[src/rtl/console_devregs_pkg.sv]
package console_devregs_pkg;

    typedef enum logic {
        KIN_EMPTY,
        KIN_HELD
    } kin_state_t;

    typedef enum logic {
        DOUT_IDLE,
        DOUT_SEND
    } dout_state_t;

    typedef enum logic [2:0] {
        SEL_NONE,
        SEL_KSTAT,
        SEL_KDATA,
        SEL_DSTAT,
        SEL_DDATA,
        SEL_CTRL
    } reg_sel_t;

    // Word index within the device window (byte address bits above bit 0).
    // The control word is the top word of the window.
    localparam int IDX_KSTAT = 0;
    localparam int IDX_KDATA = 1;
    localparam int IDX_DSTAT = 2;
    localparam int IDX_DDATA = 3;

endpackage

[src/rtl/cdr_addr_decode.sv]
module cdr_addr_decode
    import console_devregs_pkg::*;
#(
    parameter int AW         = 16,
    parameter int REGION_LSB = 9
) (
    input  logic [AW-1:0] addr,
    output logic          hit,
    output reg_sel_t      sel
);
    localparam int IDX_W = REGION_LSB - 1;

    logic [IDX_W-1:0] idx;
    logic             unused_lsb;

    assign hit        = &addr[AW-1:REGION_LSB];
    assign idx        = addr[REGION_LSB-1:1];
    assign unused_lsb = addr[0];

    always_comb begin
        sel = SEL_NONE;
        if (hit) begin
            if (idx == IDX_W'(IDX_KSTAT)) begin
                sel = SEL_KSTAT;
            end else if (idx == IDX_W'(IDX_KDATA)) begin
                sel = SEL_KDATA;
            end else if (idx == IDX_W'(IDX_DSTAT)) begin
                sel = SEL_DSTAT;
            end else if (idx == IDX_W'(IDX_DDATA)) begin
                sel = SEL_DDATA;
            end else if (idx == {IDX_W{1'b1}}) begin
                sel = SEL_CTRL;
            end
        end
    end
endmodule

[src/rtl/cdr_kin_port.sv]
module cdr_kin_port
    import console_devregs_pkg::*;
#(
    parameter int CW = 8
) (
    input  logic          clk,
    input  logic          rst_n,
    input  logic          in_strobe,
    input  logic [CW-1:0] in_char,
    input  logic          consume,
    input  logic          ie_we,
    input  logic          ie_d,
    output logic          ready,
    output logic          ie,
    output logic [CW-1:0] held_char
);
    kin_state_t st_q, st_d;

    // State register
    always_ff @(posedge clk) begin
        if (!rst_n) st_q <= KIN_EMPTY;
        else        st_q <= st_d;
    end

    // Transitions: a strobe always wins over a consuming read
    always_comb begin
        st_d = st_q;
        unique case (st_q)
            KIN_EMPTY: if (in_strobe)             st_d = KIN_HELD;
            KIN_HELD:  if (consume && !in_strobe) st_d = KIN_EMPTY;
        endcase
    end

    // Outputs
    always_comb begin
        ready = (st_q == KIN_HELD);
    end

    always_ff @(posedge clk) begin
        if (!rst_n) begin
            held_char <= '0;
            ie        <= 1'b0;
        end else begin
            if (in_strobe) held_char <= in_char;
            if (ie_we)     ie        <= ie_d;
        end
    end
endmodule

[src/rtl/cdr_dout_port.sv]
module cdr_dout_port
    import console_devregs_pkg::*;
#(
    parameter int CW = 8
) (
    input  logic          clk,
    input  logic          rst_n,
    input  logic          send_we,
    input  logic [CW-1:0] send_char,
    input  logic          ack,
    output logic          ready,
    output logic          valid,
    output logic [CW-1:0] out_char
);
    dout_state_t st_q, st_d;

    // State register
    always_ff @(posedge clk) begin
        if (!rst_n) st_q <= DOUT_IDLE;
        else        st_q <= st_d;
    end

    // Transitions
    always_comb begin
        st_d = st_q;
        unique case (st_q)
            DOUT_IDLE: if (send_we) st_d = DOUT_SEND;
            DOUT_SEND: if (ack)     st_d = DOUT_IDLE;
        endcase
    end

    // Outputs
    always_comb begin
        ready = (st_q == DOUT_IDLE);
        valid = (st_q == DOUT_SEND);
    end

    // The character is only captured when the sink is idle
    always_ff @(posedge clk) begin
        if (!rst_n) begin
            out_char <= '0;
        end else if (send_we && st_q == DOUT_IDLE) begin
            out_char <= send_char;
        end
    end
endmodule

[src/rtl/console_devregs.sv]
module console_devregs
    import console_devregs_pkg::*;
#(
    parameter int          AW         = 16,
    parameter int          DW         = 16,
    parameter int          CW         = 8,
    parameter int          PRI_W      = 3,
    parameter int          VEC_W      = 8,
    parameter int          REGION_LSB = 9,
    parameter int          IRQ_LEVEL  = 4,
    parameter logic [7:0]  IRQ_VECTOR = 8'h80,
    parameter logic [15:0] CTRL_RESET = 16'h8000,
    parameter int          READY_BIT  = 15,
    parameter int          IE_BIT     = 14,
    parameter int          RUN_BIT    = 15
) (
    input  logic             clk,
    input  logic             rst_n,
    input  logic [AW-1:0]    bus_addr,
    input  logic             bus_wr,
    input  logic             bus_rd,
    input  logic [DW-1:0]    bus_wdata,
    output logic [DW-1:0]    bus_rdata,
    output logic             bus_hit,
    input  logic             kin_strobe,
    input  logic [CW-1:0]    kin_char,
    output logic             dout_valid,
    output logic [CW-1:0]    dout_char,
    input  logic             dout_ack,
    output logic             run_en,
    input  logic [PRI_W-1:0] cur_pri,
    output logic             irq_req,
    output logic [PRI_W-1:0] irq_pri,
    output logic [VEC_W-1:0] irq_vec
);
    reg_sel_t        sel;
    logic            kb_ready;
    logic            kb_ie;
    logic [CW-1:0]   kb_char;
    logic            dsp_ready;
    logic [DW-1:0]   ctrl_q;

    logic            wr_kstat;
    logic            rd_kdata;
    logic            wr_ddata;
    logic            wr_ctrl;

    cdr_addr_decode #(
        .AW         (AW),
        .REGION_LSB (REGION_LSB)
    ) u_decode (
        .addr (bus_addr),
        .hit  (bus_hit),
        .sel  (sel)
    );

    assign wr_kstat = bus_wr && (sel == SEL_KSTAT);
    assign rd_kdata = bus_rd && (sel == SEL_KDATA);
    assign wr_ddata = bus_wr && (sel == SEL_DDATA);
    assign wr_ctrl  = bus_wr && (sel == SEL_CTRL);

    cdr_kin_port #(
        .CW (CW)
    ) u_kin (
        .clk       (clk),
        .rst_n     (rst_n),
        .in_strobe (kin_strobe),
        .in_char   (kin_char),
        .consume   (rd_kdata),
        .ie_we     (wr_kstat),
        .ie_d      (bus_wdata[IE_BIT]),
        .ready     (kb_ready),
        .ie        (kb_ie),
        .held_char (kb_char)
    );

    cdr_dout_port #(
        .CW (CW)
    ) u_dout (
        .clk       (clk),
        .rst_n     (rst_n),
        .send_we   (wr_ddata),
        .send_char (bus_wdata[CW-1:0]),
        .ack       (dout_ack),
        .ready     (dsp_ready),
        .valid     (dout_valid),
        .out_char  (dout_char)
    );

    // Machine control word
    always_ff @(posedge clk) begin
        if (!rst_n)       ctrl_q <= DW'(CTRL_RESET);
        else if (wr_ctrl) ctrl_q <= bus_wdata;
    end

    assign run_en = ctrl_q[RUN_BIT];

    // Read multiplexer
    always_comb begin
        bus_rdata = '0;
        unique case (sel)
            SEL_KSTAT: begin
                bus_rdata[READY_BIT] = kb_ready;
                bus_rdata[IE_BIT]    = kb_ie;
            end
            SEL_KDATA: bus_rdata[CW-1:0]     = kb_char;
            SEL_DSTAT: bus_rdata[READY_BIT]  = dsp_ready;
            SEL_DDATA: bus_rdata[CW-1:0]     = dout_char;
            SEL_CTRL:  bus_rdata             = ctrl_q;
            default:   bus_rdata             = '0;
        endcase
    end

    // Keyboard interrupt request
    assign irq_req = kb_ready && kb_ie && (cur_pri < PRI_W'(IRQ_LEVEL));
    assign irq_pri = PRI_W'(IRQ_LEVEL);
    assign irq_vec = VEC_W'(IRQ_VECTOR);
endmodule

[config.mk]
export PLATFORM = sky130hd
export DESIGN_NAME = console_devregs
export DESIGN_NICKNAME = d
export VERILOG_FILES = /design/src/rtl/console_devregs_pkg.sv /design/src/rtl/cdr_addr_decode.sv /design/src/rtl/cdr_kin_port.sv /design/src/rtl/cdr_dout_port.sv /design/src/rtl/console_devregs.sv
export SDC_FILE = /design/constraint.sdc
export NUM_CORES = 1
export LEC_CHECK = 0
export ABC_AREA = 1
export BUFFER_PORTS_ARGS = -buffer_cell sky130_fd_sc_hd__buf_2
export CORE_UTILIZATION = 52
export CTS_BUF_LIST = sky130_fd_sc_hd__clkbuf_8
export DETAILED_ROUTE_END_ITERATION = 6
export GPL_TIMING_DRIVEN = 0
export PLACE_DENSITY = 0.9
export SKIP_CTS_REPAIR_TIMING = 1
export SLEW_MARGIN = 10
export SYNTH_ARGS = -nofsm -noshare
export SYNTH_HDL_FRONTEND = slang
export SYNTH_SLANG_ARGS = --single-unit
export TNS_END_PERCENT = 1
[constraint.sdc]
create_clock -name clk -period 1.8 [get_ports clk]
set_input_delay 0.09 -clock clk [delete_from_list [all_inputs] [get_ports clk]]
set_output_delay 0.09 -clock clk [all_outputs]
set_load 0.02 [all_outputs]
* Word-level counts from Yosys, hierarchy flattened
Cells that the tools add are included.
** Storage, ports and cells
- Register bits after elaboration :: 35
- Input port bits :: 49
- Output and inout bits :: 39
- Logic and storage cells :: 45
** Cells by class
- Magnitude comparators :: 1
- Equal/unequal tests :: 9
- Mux-type cells :: 16
- Bitwise operators :: 2
- Reductions and logical operators :: 11
** Operators with widths (number)
- $pmux W8 S3 :: 1
- $mux W3 :: 6
- $eq A8 B2 Y1 const B :: 2
- $eq A8 B1 Y1 const B :: 1
- $eq A8 B8 Y1 const B :: 1
- $logic_and A1 B1 Y1 :: 8
- $logic_not A8 Y1 :: 1
- $reduce_and A7 Y1 :: 1
- $eq A3 B2 Y1 const B :: 2
- $eq A3 B3 Y1 const B :: 2
- $mux W6 :: 1
- $pmux W1 S2 :: 3
- $mux W1 :: 4
- $eq A3 B1 Y1 const B :: 1
- $lt A3 B3 Y1 const B :: 1
- $pmux W1 S3 :: 1
- $not A1 Y1 :: 2
- $logic_not A1 Y1 :: 1

* Logic depth before layout (Yosys ltp)
- Word-level depth :: 12
- Mapped depth :: 13
- Gate-level depth less buffers :: 12

* Cells and area by module
Synthesis repeated with hierarchy kept, for this count alone.
** Unflattened totals
- Cells, all modules :: 315
- Area total of the unflattened synthesis :: 2011.9 µm²
** By module, submodules not included
- console_devregs :: times used 1, cells each 175, area each 1099.8 µm², sequential area each 320.3 µm²
- cdr_dout_port :: times used 1, cells each 58, area each 394.1 µm², sequential area each 180.2 µm²
- cdr_kin_port :: times used 1, cells each 43, area each 340.3 µm², sequential area each 200.2 µm²
- cdr_addr_decode :: times used 1, cells each 39, area each 177.7 µm², sequential area each 0.0 µm²

* Worst setup path before layout
No wires, ideal clock.
- Path type :: input-to-output
- Start point :: input bus_addr[13]
- End point :: output bus_rdata[15]
- Arrival time :: 1.247 ns
- Required time :: 1.710 ns
- Setup slack :: 0.463 ns
- Stages on the path :: 11
- Cells stage by stage :: nand2_1 inv_2 nand2_2 nor2_4 nand2_2 inv_2 nand2_4 nor2_8 buf_2 nand2_1 nand3_1
** Between the ends
- Cells in the longest elaborated chain, start to end :: 4
- Elaborated cells between the ends (all ways) :: 6
** RTL lines
- from (decl) :: RTL line console_devregs.sv:19 : input logic [AW-1:0] bus_addr,
- $reduce_and A7 Y1 (*) :: RTL line cdr_addr_decode.sv:16 : assign hit = &addr[AW-1:REGION_LSB];
- via bus_hit :: RTL line console_devregs.sv:24 : output logic bus_hit,
- $mux W3 (*) :: RTL line cdr_addr_decode.sv:22 : if (hit) begin
- $eq A3 B3 Y1 (tied with other cells) :: RTL line console_devregs.sv:101 : unique case (sel)
- $pmux W1 S3 (*) :: RTL line console_devregs.sv:101
- to (decl) :: RTL line console_devregs.sv:23 : output logic [DW-1:0] bus_rdata,
The timed path passes the listed nets; every way through them passes the cells marked *.

* Worst setup path in the final report
- Start point :: input bus_addr[3]
- End point :: output bus_rdata[13]
** Between the ends
- Cells in the longest elaborated chain, start to end :: 9
- Elaborated cells between the ends (all ways) :: 13
** RTL lines
- $eq A8 B8 Y1 :: RTL line cdr_addr_decode.sv:31 : end else if (idx == {IDX_W{1'b1}}) begin
- $mux W3 :: RTL line cdr_addr_decode.sv:31
- $mux W3 :: RTL line cdr_addr_decode.sv:29 : end else if (idx == IDX_W'(IDX_DDATA)) begin
- $mux W3 :: RTL line cdr_addr_decode.sv:27 : end else if (idx == IDX_W'(IDX_DSTAT)) begin
- $mux W3 :: RTL line cdr_addr_decode.sv:25 : end else if (idx == IDX_W'(IDX_KDATA)) begin
- $mux W3 (*) :: RTL line cdr_addr_decode.sv:23 : if (idx == IDX_W'(IDX_KSTAT)) begin
- $mux W3 (*) :: RTL line cdr_addr_decode.sv:22
- $eq A3 B3 Y1 (*) :: RTL line console_devregs.sv:101
- $mux W6 (*) :: RTL line console_devregs.sv:101
Mark *: on every way between the ends. The rest lies on a longest branch, timed or not.

==> flow_metrics.tcl <==
set metrics [dict create \
    drive_above_1_share_pct 28.89 \
    ys_ff_latch 35 \
    worst-r2r-setup-slack_ps 590 \
    diodes 0 \
    synthTopCellsByCount "78 x nor2_1, 75 x nand2_1, 35 x dfxtp_1, 27 x inv_1, 22 x nand3_1" \
    leakage_nw 1.403 \
    design_area_sq_um 2531 \
    path_class "in -> out" \
    synth-xor-area-share_pct 0 \
    viasPerCell 4.753 \
    synthDominantCellAreaShare_pct 35.49 \
    timing.slew.headroom_pct 66.48 \
    critPathCapture "bus_rdata[13]" \
    yosysMostFrequentCell "nor2_1" \
    grt_pass1_wl_microns 8038 \
    cts_tree "yes" \
    dieArea_sq_um 4048 \
    finClkSkew_ps 7.308 \
    synth_compound_area_share_pct 3.232 \
    r2r-end "u_dout.out_char[0]$_SDFFE_PN0P_" \
    ir_drop_uv 423.7 \
    ys.flop_type "dfxtp_1" \
    start_util_pct 53.93 \
    die_w_microns 63.62 \
    outcome "finished clean" \
    fin_nets 447 \
    crit_chain "buf_2, inv_1, nand2_1, nor2_1, nand2_2, nand3_2, nand2_2, inv_1, nand2_1, nor2_1, buf_2" \
    fin_crit_sh_pct 89.46 \
    start_kind "primary input" \
    crit_required_ps 1710 \
    yosysTopAreaCell "dfxtp_1" \
    cp_top_family "simple AND/OR/NAND/NOR gates" \
    reg2regPathDepth 5 \
    period_needed_ps 1610 \
    grt_usage_pct 26.01 \
    cp-end-kind "output port" \
    hpwl_microns 3503 \
    antenna_found_initial 0 \
    synthMuxAreaShare_pct 0 \
    cts_max_level 2 \
    regArea_sq_um 700.7 \
    critPathLaunch "bus_addr[3]" \
    final.fill_count 336 \
    p_per_area_nw_per_um2 646.2 \
    drcViolationCount 0 \
    cpMaxStageDelayCell "inv_1" \
    path_max_fanout 6 \
    cts.sinks 35 \
    area.growth.synth_to_final_pct 28.20 \
    rsz0062_at_grt "false" \
    synth_cell_type_count 25 \
    cts_buffer_depth 2 \
    gp_congestion 0.8962 \
    placed_area_sq_um 2429 \
    syn-mean-instance-area_sq_um 6.349 \
    synth.top_cells.by_area "dfxtp_1 35%, nor2_1 15%, nand2_1 14%" \
    arrival_ps 1520 \
    drt-total-wl_microns 4684 \
    grt_max_degree 11 \
    cts_root_buf "clkbuf_8" \
    fin_tns_setup_ps 0 \
    seq_area_frac_synth_pct 35.49 \
    fmax_mhz 621.0 \
    core_sq_um 3661 \
    final-hold-violation-count 0 \
    async_flop_share_pct 0 \
    cts_made_buffers 5 \
    hp-class "in -> reg" \
    maxCapViolCount 0 \
    synth-simple-area-share_pct 47.66 \
    stdcell_count 446 \
    rows 22 \
    max_stage_delay_ps 200 \
    synth_edf_count 0 \
    ios 88 \
    cp.depth 11 \
    drv_slew 0 \
    fp.dieH_microns 63.62 \
    wl_per_cell_microns 10.50 \
    grt_pass1_vias 1873 \
    synth_top_family_by_area "simple AND/OR/NAND/NOR gates" \
    yosys.area_share.adder_pct 0 \
    vias 2120 \
    overflow 0 \
    multiInputGateArea_sq_um 1051 \
    dp_cells 440 \
    drt_iter0_markers 119 \
    r2r_start "u_dout.valid$_SDFF_PN0_" \
    finalPower_mw 1.636 \
    setup_violations 0 \
    clk_pin_slew_ps 70 \
    syn_area_sq_um 1974 \
    final_core_util_pct 69.14 \
    drtPass1Iterations 4 \
    critical_path_buf_inv_count 4 \
    io_buffer_count 72 \
    worst_pin_slew_ps 502.8 \
    yosysWarnings 0 \
    postRouteAntennaNets 0 \
    netlist_instances 311 \
    insertion_delay_ps 290 \
]
layout make-up:
type	instances	area share [%]
clock inverter	2	1.335
buffer	20	5.042
tap	48	2.373
inverter	34	5.091
multi-input combinational	230	41.52
sequential	35	27.68
clock buffer	5	2.719
timing repair buffer	72	14.24
flip-flops by register name (all words and copies together) (netlist names):
register,cells
u_kin.ie,1
u_kin.ready,1
u_kin.held_char,8
u_dout.valid,1
u_dout.out_char,8
ctrl_q,16
power by group:
part / switching (mW) / leakage (nW) / internal, mW / total, mW
clock: 0.269 / 0.0554 / 0.400 / 0.669
combinational: 0.0943 / 1.06 / 0.0769 / 0.171
sequential: 0.00740 / 0.284 / 0.788 / 0.796
worst min-delay path by stage:
stage | slack [ps] | from | depth (start not counted) | to
2_1_floorplan | 200 | bus_wdata[15] | 2 | ctrl_q[15]$_SDFFE_PN1P_
3_3_place_gp | 300 | bus_wdata[15] | 3 | ctrl_q[15]$_SDFFE_PN1P_
3_5_place_dp | 310 | bus_wdata[15] | 3 | ctrl_q[15]$_SDFFE_PN1P_
4_1_cts | 6 | bus_wdata[15] | 3 | ctrl_q[15]$_SDFFE_PN1P_
5_1_grt | 20 | kin_char[7] | 3 | u_kin.held_char[7]$_SDFFE_PN0P_
6_report | 20 | kin_char[7] | 3 | u_kin.held_char[7]$_SDFFE_PN0P_
cells in the final DEF, fill, tap and decap left out:
cell	instances
buf_6	1
nand3_2	2
clkinv_1	1
clkbuf_1	4
a21oi_2	1
and2_1	1
nand2_1	75
nor2_4	3
clkbuf_8	5
buf_4	11
nand3b_1	16
nand2_4	1
nor2_8	1
inv_1	28
conb_1	11
o21ai_0	9
a21oi_1	2
buf_2	75
clkinv_2	1
bufinv_16	1
nand2_2	8
buf_1	1
dfxtp_1	35
inv_2	5
nor2_1	78
nand3_1	22
cells by family after synthesis:
| family | count (synthesis) |
|---|---|
| AND/OR/NAND/NOR | 207 |
| buffers and inverters | 55 |
| flip-flops | 35 |
| AO/OA/AOI/OAI | 12 |
| other | 2 |
metrics by stage:
step / hold WS, ps / setup WS (ps)
detailed placement: 310.0 / 143.5
floorplan: 203.2 / 462.8
finish: 20.66 / 189.7
global placement: 299.6 / 229.7
global route: 17.28 / 21.36
CTS: 5.530 / 139.1
metal layers:
layer | up-vias | wire (microns) | GRT usage [%]
li1 | 1094 | - | -
met1 | 925 | 2068 | 32.63
met2 | 93 | 2163 | 42.15
met3 | 8 | 385 | 6.341
met4 | 0 | 66 | 10.80
met5 | - | 0 | 0
worst reg2reg max path, delay by kind of cell, from the launching register on:
family,cells,cell delay (ps)
buffers and inverters,1,260
DFF,1,330
and+or+nand+nor,4,510
(Power assumes the default switching activity.)
